==> src/rtl/addr_latch_pkg.sv <==
package addr_latch_pkg;
  typedef enum logic [1:0] {
    MODE_WRITE  = 2'd0,
    MODE_HOLD   = 2'd1,
    MODE_DECODE = 2'd2,
    MODE_CLEAR  = 2'd3
  } mode_e;
endpackage

==> src/rtl/mode_decode.sv <==
module mode_decode
  import addr_latch_pkg::*;
(
  input  logic  en_n,
  input  logic  clr_n,
  output mode_e mode
);
  always_comb begin
    unique case ({en_n, clr_n})
      2'b01:   mode = MODE_WRITE;
      2'b11:   mode = MODE_HOLD;
      2'b00:   mode = MODE_DECODE;
      default: mode = MODE_CLEAR;
    endcase
  end
endmodule

==> src/rtl/cell_bank.sv <==
module cell_bank
  import addr_latch_pkg::*;
#(
  parameter int ADDR_W = 3,
  localparam int NB = 1 << ADDR_W
) (
  input  logic              clk,
  input  logic              rst,
  input  mode_e             mode,
  input  logic [ADDR_W-1:0] addr,
  input  logic              din,
  output logic [NB-1:0]     cells
);
  logic wipe;
  assign wipe = (mode == MODE_DECODE) || (mode == MODE_CLEAR);

  for (genvar i = 0; i < NB; i++) begin : g_cell
    always_ff @(posedge clk) begin
      if (rst || wipe)
        cells[i] <= 1'b0;
      else if (mode == MODE_WRITE && addr == ADDR_W'(i))
        cells[i] <= din;
    end
  end


  write_hit_chk: assert property (@(posedge clk) disable iff (rst)
    mode == MODE_WRITE |=> cells[$past(addr)] == $past(din));


  write_others_chk: assert property (@(posedge clk) disable iff (rst)
    mode == MODE_WRITE |=>
      ((cells ^ $past(cells)) & ~(NB'(1) << $past(addr))) == '0);


  hold_stable_chk: assert property (@(posedge clk) disable iff (rst)
    mode == MODE_HOLD |=> $stable(cells));


  wipe_cells_chk: assert property (@(posedge clk) disable iff (rst)
    wipe |=> cells == '0);
endmodule

==> src/rtl/out_select.sv <==
module out_select
  import addr_latch_pkg::*;
#(
  parameter int ADDR_W = 3,
  localparam int NB = 1 << ADDR_W
) (
  input  mode_e             mode,
  input  logic [ADDR_W-1:0] addr,
  input  logic              din,
  input  logic [NB-1:0]     cells,
  output logic [NB-1:0]     q
);
  logic [NB-1:0] onehot;

  always_comb begin
    onehot = '0;
    onehot[addr] = din;
    unique case (mode)
      MODE_DECODE: q = onehot;
      MODE_CLEAR:  q = '0;
      default:     q = cells;
    endcase
  end
endmodule

==> src/rtl/addr_latch.sv <==
module addr_latch
  import addr_latch_pkg::*;
#(
  parameter int ADDR_W = 3,
  localparam int NB = 1 << ADDR_W
) (
  input  logic              clk,
  input  logic              rst,
  input  logic              din,
  input  logic [ADDR_W-1:0] addr,
  input  logic              en_n,
  input  logic              clr_n,
  output logic [NB-1:0]     q
);
  mode_e         mode;
  logic [NB-1:0] cells;

  mode_decode u_mode (
    .en_n  (en_n),
    .clr_n (clr_n),
    .mode  (mode)
  );

  cell_bank #(.ADDR_W(ADDR_W)) u_bank (
    .clk   (clk),
    .rst   (rst),
    .mode  (mode),
    .addr  (addr),
    .din   (din),
    .cells (cells)
  );

  out_select #(.ADDR_W(ADDR_W)) u_sel (
    .mode  (mode),
    .addr  (addr),
    .din   (din),
    .cells (cells),
    .q     (q)
  );


  decode_route_chk: assert property (@(posedge clk) disable iff (rst)
    (!en_n && !clr_n) |-> ($onehot0(q) && q[addr] == din));


  clear_out_chk: assert property (@(posedge clk) disable iff (rst)
    (en_n && !clr_n) |-> q == '0);


  write_shows_cells_chk: assert property (@(posedge clk) disable iff (rst)
    clr_n |-> q == cells);
endmodule

==> config.mk <==
export PLATFORM = sky130hd
export DESIGN_NAME = addr_latch
export DESIGN_NICKNAME = d
export VERILOG_FILES = /design/src/rtl/addr_latch_pkg.sv /design/src/rtl/mode_decode.sv /design/src/rtl/cell_bank.sv /design/src/rtl/out_select.sv /design/src/rtl/addr_latch.sv
export SDC_FILE = /design/constraint.sdc
export NUM_CORES = 1
export LEC_CHECK = 0
export BUFFER_PORTS_ARGS = -buffer_cell sky130_fd_sc_hd__buf_4
export CORE_ASPECT_RATIO = 0.9
export CORE_MARGIN = 2
export CORE_UTILIZATION = 30
export DETAILED_ROUTE_END_ITERATION = 10
export GPL_TIMING_DRIVEN = 0
export PLACE_DENSITY_LB_ADDON = 0.15
export SLEW_MARGIN = 20
export SYNTH_ARGS = -nofsm -noshare
export SYNTH_HDL_FRONTEND = slang
export SYNTH_SLANG_ARGS = --single-unit
==> constraint.sdc <==
create_clock -name clk -period 1.3 [get_ports clk]
set_input_delay 0.26 -clock clk [delete_from_list [all_inputs] [get_ports clk]]
set_output_delay 0.26 -clock clk [all_outputs]
set_load 0.05 [all_outputs]
## Word-level counts from Yosys, hierarchy flattened

Index checks and enable logic that the tools add are counted.

- Bits in writable memories: 0
- Memory bits (read-only): 0
- Register bits after elaboration: 8
- Memories kept: 0
- Latch bits: 0
- Output and inout port bits: 8

- Reduce and logical (&&, ||, !) cells: 14
- Mux-type cells: 4
- Equal/unequal tests: 11
- Bitwise gates (word level): 1
- Add/sub/neg operators: 0
- Magnitude comparators: 2
- $mul: 0
- Shift-type cells: 0
- Divide/modulo/power cells: 0

Operators by type and width:

| kind | number |
|---|---|
| $pmux 8 s2 | 1 |
| $eq 3x3->1 const B | 4 |
| $logic_and 1x1->1 | 9 |
| $and 8x8->8 | 1 |
| $eq 2x2->1 const B | 3 |
| $eq 3x2->1 const B | 2 |
| $pmux 2 s3 | 1 |
| $logic_not 2->1 | 2 |
| $lt 3x4->1 const B | 1 |
| $demux 1 s3 | 1 |
| $eq 3x1->1 const B | 1 |
| $ge 3x1->1 const B | 1 |
| $logic_not 3->1 | 1 |
| $eq 2x1->1 const B | 1 |
| $logic_or 1x1->1 | 2 |
| $mux 1 | 1 |

## Depth between registers and ports, before layout

Gate-level depths: netlist of the first run.

- Depth in word-level cells: 6
- Depth in mapped cells: 4
- Mapped depth without buffers: 2

## By module

Synthesis of the first run repeated with hierarchy kept, for this count alone.

- Cell total of the unflattened synthesis: 60
- Area, all modules: 554.3 µm²

By module, submodules not included:

| module | cells an instance | area an instance (µm²) | instances | seq. area each (µm²) |
|---|---|---|---|---|
| cell_bank | 36 | 367.9 | 1 | 160.2 |
| out_select | 22 | 178.9 | 1 | 0.0 |
| mode_decode | 2 | 7.5 | 1 | 0.0 |

## Least setup slack after synthesis of the first run

No wires, ideal clock.

- Path type: input-to-output
- From: input port clr_n
- To: output port q[7]
- Stages on the path: 3
- Slack: -0.197 ns
- Arrival time: 1.237 ns
- Data required time: 1.040 ns
- Path buffers: 1
- Cell sequence: buf_6 nor4bb_4 a32o_1

- Longest elaborated chain between the ends: 4
- Elaborated cells on any way between the ends: 7
- Classes of those cells: eq/ne (4); mux (2); reduce/logical (1)

Ends and longest elaborated chain:

| what | RTL line | RTL |
|---|---|---|
| start, declared | addr_latch.sv:12 | `input logic clr_n,` |
| $eq 2x2->1, or another cell as far along | mode_decode.sv:9 | `unique case ({en_n, clr_n})` |
| $pmux 2 s3 * | mode_decode.sv:9 |  |
| $eq 2x2->1 | out_select.sv:18 | `unique case (mode)` |
| $pmux 8 s2 * | out_select.sv:18 |  |
| end, declared | addr_latch.sv:13 | `output logic [NB-1:0] q` |

Mark *: on every way between the ends. The rest lies on a longest branch, timed or not.

## Worst setup path in the final report of the first run

Ends and elaborated chain as after synthesis.

==> metrics.cfg, run 1 <==
[global_routing]
antenna_found_initial=0
track_usage_pct=13.9
grt_pass1_wl_mm=2.40
grt_overflow_total=0
grt_pass1_vias=473
grt_max_degree=11

[yosys]
ys_warn_count=0
synth_top_family_by_area=simple AND/OR/NAND/NOR gates
ys_seq_elements=8
ys_seq_area_share_pct=26.7
yosys.area_share.simple_pct=39.4
syn_nets=60
synth_xor_area_share_pct=0
synth_ff_type=dfxtp_1
synth-edff-count=0
synth.top_cell.area_share_pct=26.7
synth_area_um2=601
synth_most_common_cell=nand3b_1
synth_fa_ha_area_share_pct=0
synth_cell_types=16
synth.area.mux_share_pct=13.3
yosysTopAreaCell=dfxtp_1
synth_compound_area_share_pct=12.1
syn_inst=52
synth.area.top_cells=dfxtp_1, mux2i_1, nand3b_1, a22o_1, nor4b_2
ys_top_cells_by_count=nand3b_1, dfxtp_1, mux2i_1, a22o_1
avgSynthCellArea_um2=11.5
async_flop_share_pct=0

[setup_path]
crit_cells=4
cpMaxStageDelayCell=nor4bb_4
cp.arrival_ns=1.16
path_class=in -> out
reg2reg_depth=2
critical-path-max-stage-delay_ns=0.40
crit_path_max_fanout=4
path_buf_inv=2
critPathTopFamily=simple AND/OR/NAND/NOR gates
required_ns=1.04
start_kind=input pin
critPathCaptureType=output port
path_cells=buf_12 -> nor4bb_4 -> a32o_2 -> buf_6

[routing]
wl_per_cell_um=14.3
via_per_inst=5.20
via_count=494
drtIter0Drc=10
routed_wl_mm=1.36
drtAntennaViolNets=0
drc=0
drt_pass1_iterations=4

[clock_network]
clk_path_buf_depth=2
root_buffer=clkbuf_4
path_clk_slew_ns=0.06
cts_tree=yes
clk_latency_ns=0.25
cts_sinks=8
cts_buffers=3
h-tree-depth=1

[placement]
placed_cell_area_um2=741
gp_congestion=0.705
io_buffer_count=12
dp_hpwl_um=932

[floorplanning]
dieArea_mm2=0.00238
num_rows=15
core_area_mm2=0.00190
die_h_um=46.4
ios=16
die_x_um=51.2
initial_core_util_pct=31.7

[finish]
antenna_cells=0
drive_gt1_share_pct=60.0
syn2layout_area_growth_pct=37.7
final_area_um2=827
nNetsFinal=80
final_util_pct=43.6
top_register=u_bank.cells
largest_register_ff_count=8
reg.largest.list=u_bank.cells x8

[power_and_ir_drop]
p_leak_uw=0.000323
peakVddDrop_uv=547
power_uw=578
p_per_area_mw_per_mm2=698

[timing]
setup_viol=8
skew_ns=0
rsz0062_at_grt=yes
worstMarginPinSlew_ns=0.353
drv_slew=0
timing.fmax_ghz=0.705
final.setup.tns_ns=-0.746
finalHoldViolCount=0
finalCritPeriodShare_pct=109
fin_crit_ns=1.42
worst_slack_ns=-0.119
relSlewSlack_pct=76.4

[run_status]
violations=setup timing
status=finished, violations left

[min_path]
min_path_cells=3
hp-class=in -> reg

[flow_run]
cap_violations=0

cell type report:
| type | instances | area (um^2) |
|---|---|---|
| multi-input cells | 38 | 402 |
| repair buffers | 15 | 143 |
| plain buffers | 6 | 68.8 |
| well taps | 25 | 31.3 |
| fillers | 186 | 1070 |
| clock buffers | 3 | 22.5 |
| flip-flops and latches | 8 | 160 |
cell usage in the layout, fill, tap and decap left out, types with 2 or more instances in the layout:
cell type  n
buf_12     2
buf_6      9
mux2i_1    8
dfxtp_1    8
a22o_2     6
a32o_2     2
and4bb_2   3
clkbuf_4   3
nand3b_1   9
nor4b_2    3
buf_4      8
buf_2      2
worst paths after layout:
path | startpoint | endpoint | slack [ns]
worst max-delay path | clr_n | q[7] | -0.12
worst min-delay path | rst | u_bank.cells[0] | 0.34
worst max register to register | u_bank.cells[2] | u_bank.cells[2] | 0.69
worst min register to register | u_bank.cells[0] | u_bank.cells[0] | 0.48
power breakdown:
part | switching, uW | internal, uW | total [uW]
registers | 0.976 | 247 | 248
logic | 69.1 | 69.1 | 138
clock network | 85.3 | 106 | 191
total | 155 | 422 | 578
what timing repair did:
| item | in CTS | in global routing |
|---|---|---|
| gates resized for setup | 11 | 0 |
| hold buffers | 0 | 0 |
| setup buffers | 3 | 0 |
| gates cloned | 0 | 0 |
| pin swaps | 8 | 2 |
| endpoints found under the setup margin | 8 | 8 |
| hold endpoints to repair | 0 | 0 |
worst min-delay path: stages:
cell      delay, ns
buf_4          0.13
nand3b_1       0.10
mux2i_1        0.05
per-layer routing:
metal  track usage (%)  part of all wire, %  vias up
li1                  -                    -      246
met1              20.2                   51      234
met2              20.0                   44       14
met3              4.22                  5.0        0
met4              3.24                    0        0
met5                 0                    0        -
metrics by stage:
step / cells / hold WS [ns] / setup WS, ns
final: 95 / 0.340 / -0.119
after global routing: 95 / 0.346 / -0.159
after CTS: 95 / 0.335 / -0.127
after detailed placement: 89 / 0.478 / -0.171
after global placement: 89 / 0.476 / -0.197
after floorplan: 52 / 0.445 / -0.0677
kinds of logic after synthesis:
| kind of cell | count (synthesis) |
|---|---|
| AO/OA/AOI/OAI | 8 |
| buffers and inverters | 6 |
| flip-flops | 8 |
| multiplexers | 8 |
| AND/OR/NAND/NOR | 22 |
Note: power is estimated with default switching activity, not from simulation.
==> run 2, diff against run 1 <==
Settings changed: RECOVER_POWER from default to 100.
Clock period 1.3 ns to 1.4 ns, I/O delays scaled along.
==> metrics.cfg, run 2 (synthesis results as in run 1) <==
[clock_network]
root_buffer=clkbuf_4
cts_tree=yes
clk_path_buf_depth=2
cts_buffers=3
cts_sinks=8
path_clk_slew_ns=0.06
clk_latency_ns=0.26
h-tree-depth=1

[routing]
routed_wl_mm=1.50
drtIter0Drc=9
drc=0
drtAntennaViolNets=0
via_count=520
wl_per_cell_um=15.1
drt_pass1_iterations=4
via_per_inst=5.25

[placement]
io_buffer_count=12
place_inst=89
gp_congestion=0.736
dp_hpwl_um=959

[setup_path]
cpMaxStageDelayCell=nor4bb_4
cp.arrival_ns=1.17
path_class=in -> out
path_buf_inv=2
crit_path_max_fanout=4
required_ns=1.12
critical-path-max-stage-delay_ns=0.39
start_kind=input pin
critPathCaptureType=output port
path_cells=buf_12 -> nor4bb_4 -> a32o_2 -> buf_6
critPathTopFamily=simple AND/OR/NAND/NOR gates

[global_routing]
grt_overflow_total=0
use_met1_pct=21.0
grt_max_degree=11
track_usage_pct=15.0
grt_pass1_vias=502
globalRoute.busiestLayer=met1
grt_use_met3_pct=6.82
antenna_found_initial=0
groute.layer.met2.usage_pct=20.8
grt_pass1_wl_mm=2.52

[finish]
syn2layout_area_growth_pct=40.8
stdcell_count=99
final_cell_mix=buf_4, nand3b_1, mux2i_1, dfxtp_1
layout_commonest_cell=buf_4
n_fill_cell=188
drive_gt1_share_pct=55.4
top_register=u_bank.cells
final_util_pct=44.6
reg.largest.list=u_bank.cells x8
nNetsFinal=84
antenna_cells=0
largest_register_ff_count=8

[timing]
rsz0062_at_grt=yes
worstMarginPinSlew_ns=0.399
finalHoldViolCount=0
drv_slew=0
fin_crit_ns=1.45
finalCritPeriodShare_pct=104
relSlewSlack_pct=73.0
skew_ns=0
worst_slack_ns=-0.0500
timing.fmax_ghz=0.690
final.setup.tns_ns=-0.180
setup_viol=8

[floorplanning]
initial_core_util_pct=31.7
num_rows=15
core_area_mm2=0.00190
dieArea_mm2=0.00238
die_x_um=51.2
die_h_um=46.4
ios=16

[power_and_ir_drop]
peakVddDrop_uv=436
p_leak_uw=0.000342
p_per_area_mw_per_mm2=653

[flow_run]
cap_violations=0

[min_path]
hp-class=in -> reg

[run_status]
violations=setup timing
status=finished, violations left

==> run 2: changes by cell type in the layout (fill, tap and decap cells not counted), sizes merged <==
cell and change:
buf +4
==> run 2: worst min-delay path, cell delays in order <==
cell      delay, ns
buf_4          0.13
nand3b_1       0.11
mux2i_1        0.05
==> run 2: power breakdown <==
part	leakage (uW)	internal, uW	switching [uW]
registers	0.0000645	230	1.01
clock network	0.0000138	98.7	87.3
logic	0.000264	72.2	63.8
==> run 2: area by class of cell <==
type                            count  area (um^2)  area share [%]
Multi-Input combinational cell     38          374            44.2
Clock buffer                        3         22.5            2.66
Sequential cell                     8          160            18.9
Tap cell                           25         31.3            3.70
Timing Repair Buffer               19          180            21.3
Buffer                              6         77.6            9.17
==> run 2: worst paths after layout <==
kind	startpoint	end	depth (start not counted)	slack, ns
worst max-delay path	clr_n	q[7]	4	-0.05
worst min-delay path	rst	u_bank.cells[1]	3	0.36
worst max register to register	u_bank.cells[3]	u_bank.cells[3]	2	0.78
worst min register to register	u_bank.cells[2]	u_bank.cells[2]	2	0.48
==> run 2: routing by layer <==
layer | wire [um] | vias up
met5 | 0 | -
met4 | 14 | 0
met3 | 141 | 2
met2 | 600 | 20
met1 | 743 | 243
li1 | - | 255
==> run 2: metrics by stage <==
stage | area, um^2 | hold slack [ns] | total power [uW] | worst slack [ns]
global route | 846 | 0.366 | 583 | -0.116
floorplan | 611 | 0.462 | 318 | -0.0112
global placement | 732 | 0.476 | 350 | -0.132
detailed placement | 732 | 0.478 | 349 | -0.112
finish | 846 | 0.355 | 553 | -0.0500
CTS | 833 | 0.313 | 557 | -0.0721
==> run 2: repair_timing <==
item | in CTS | in global routing
pin swaps | 8 | 5
setup endpoints to repair | 8 | 8
buffers inserted | 3 | 4
resized for setup | 14 | 2
hold buffers | 0 | 0
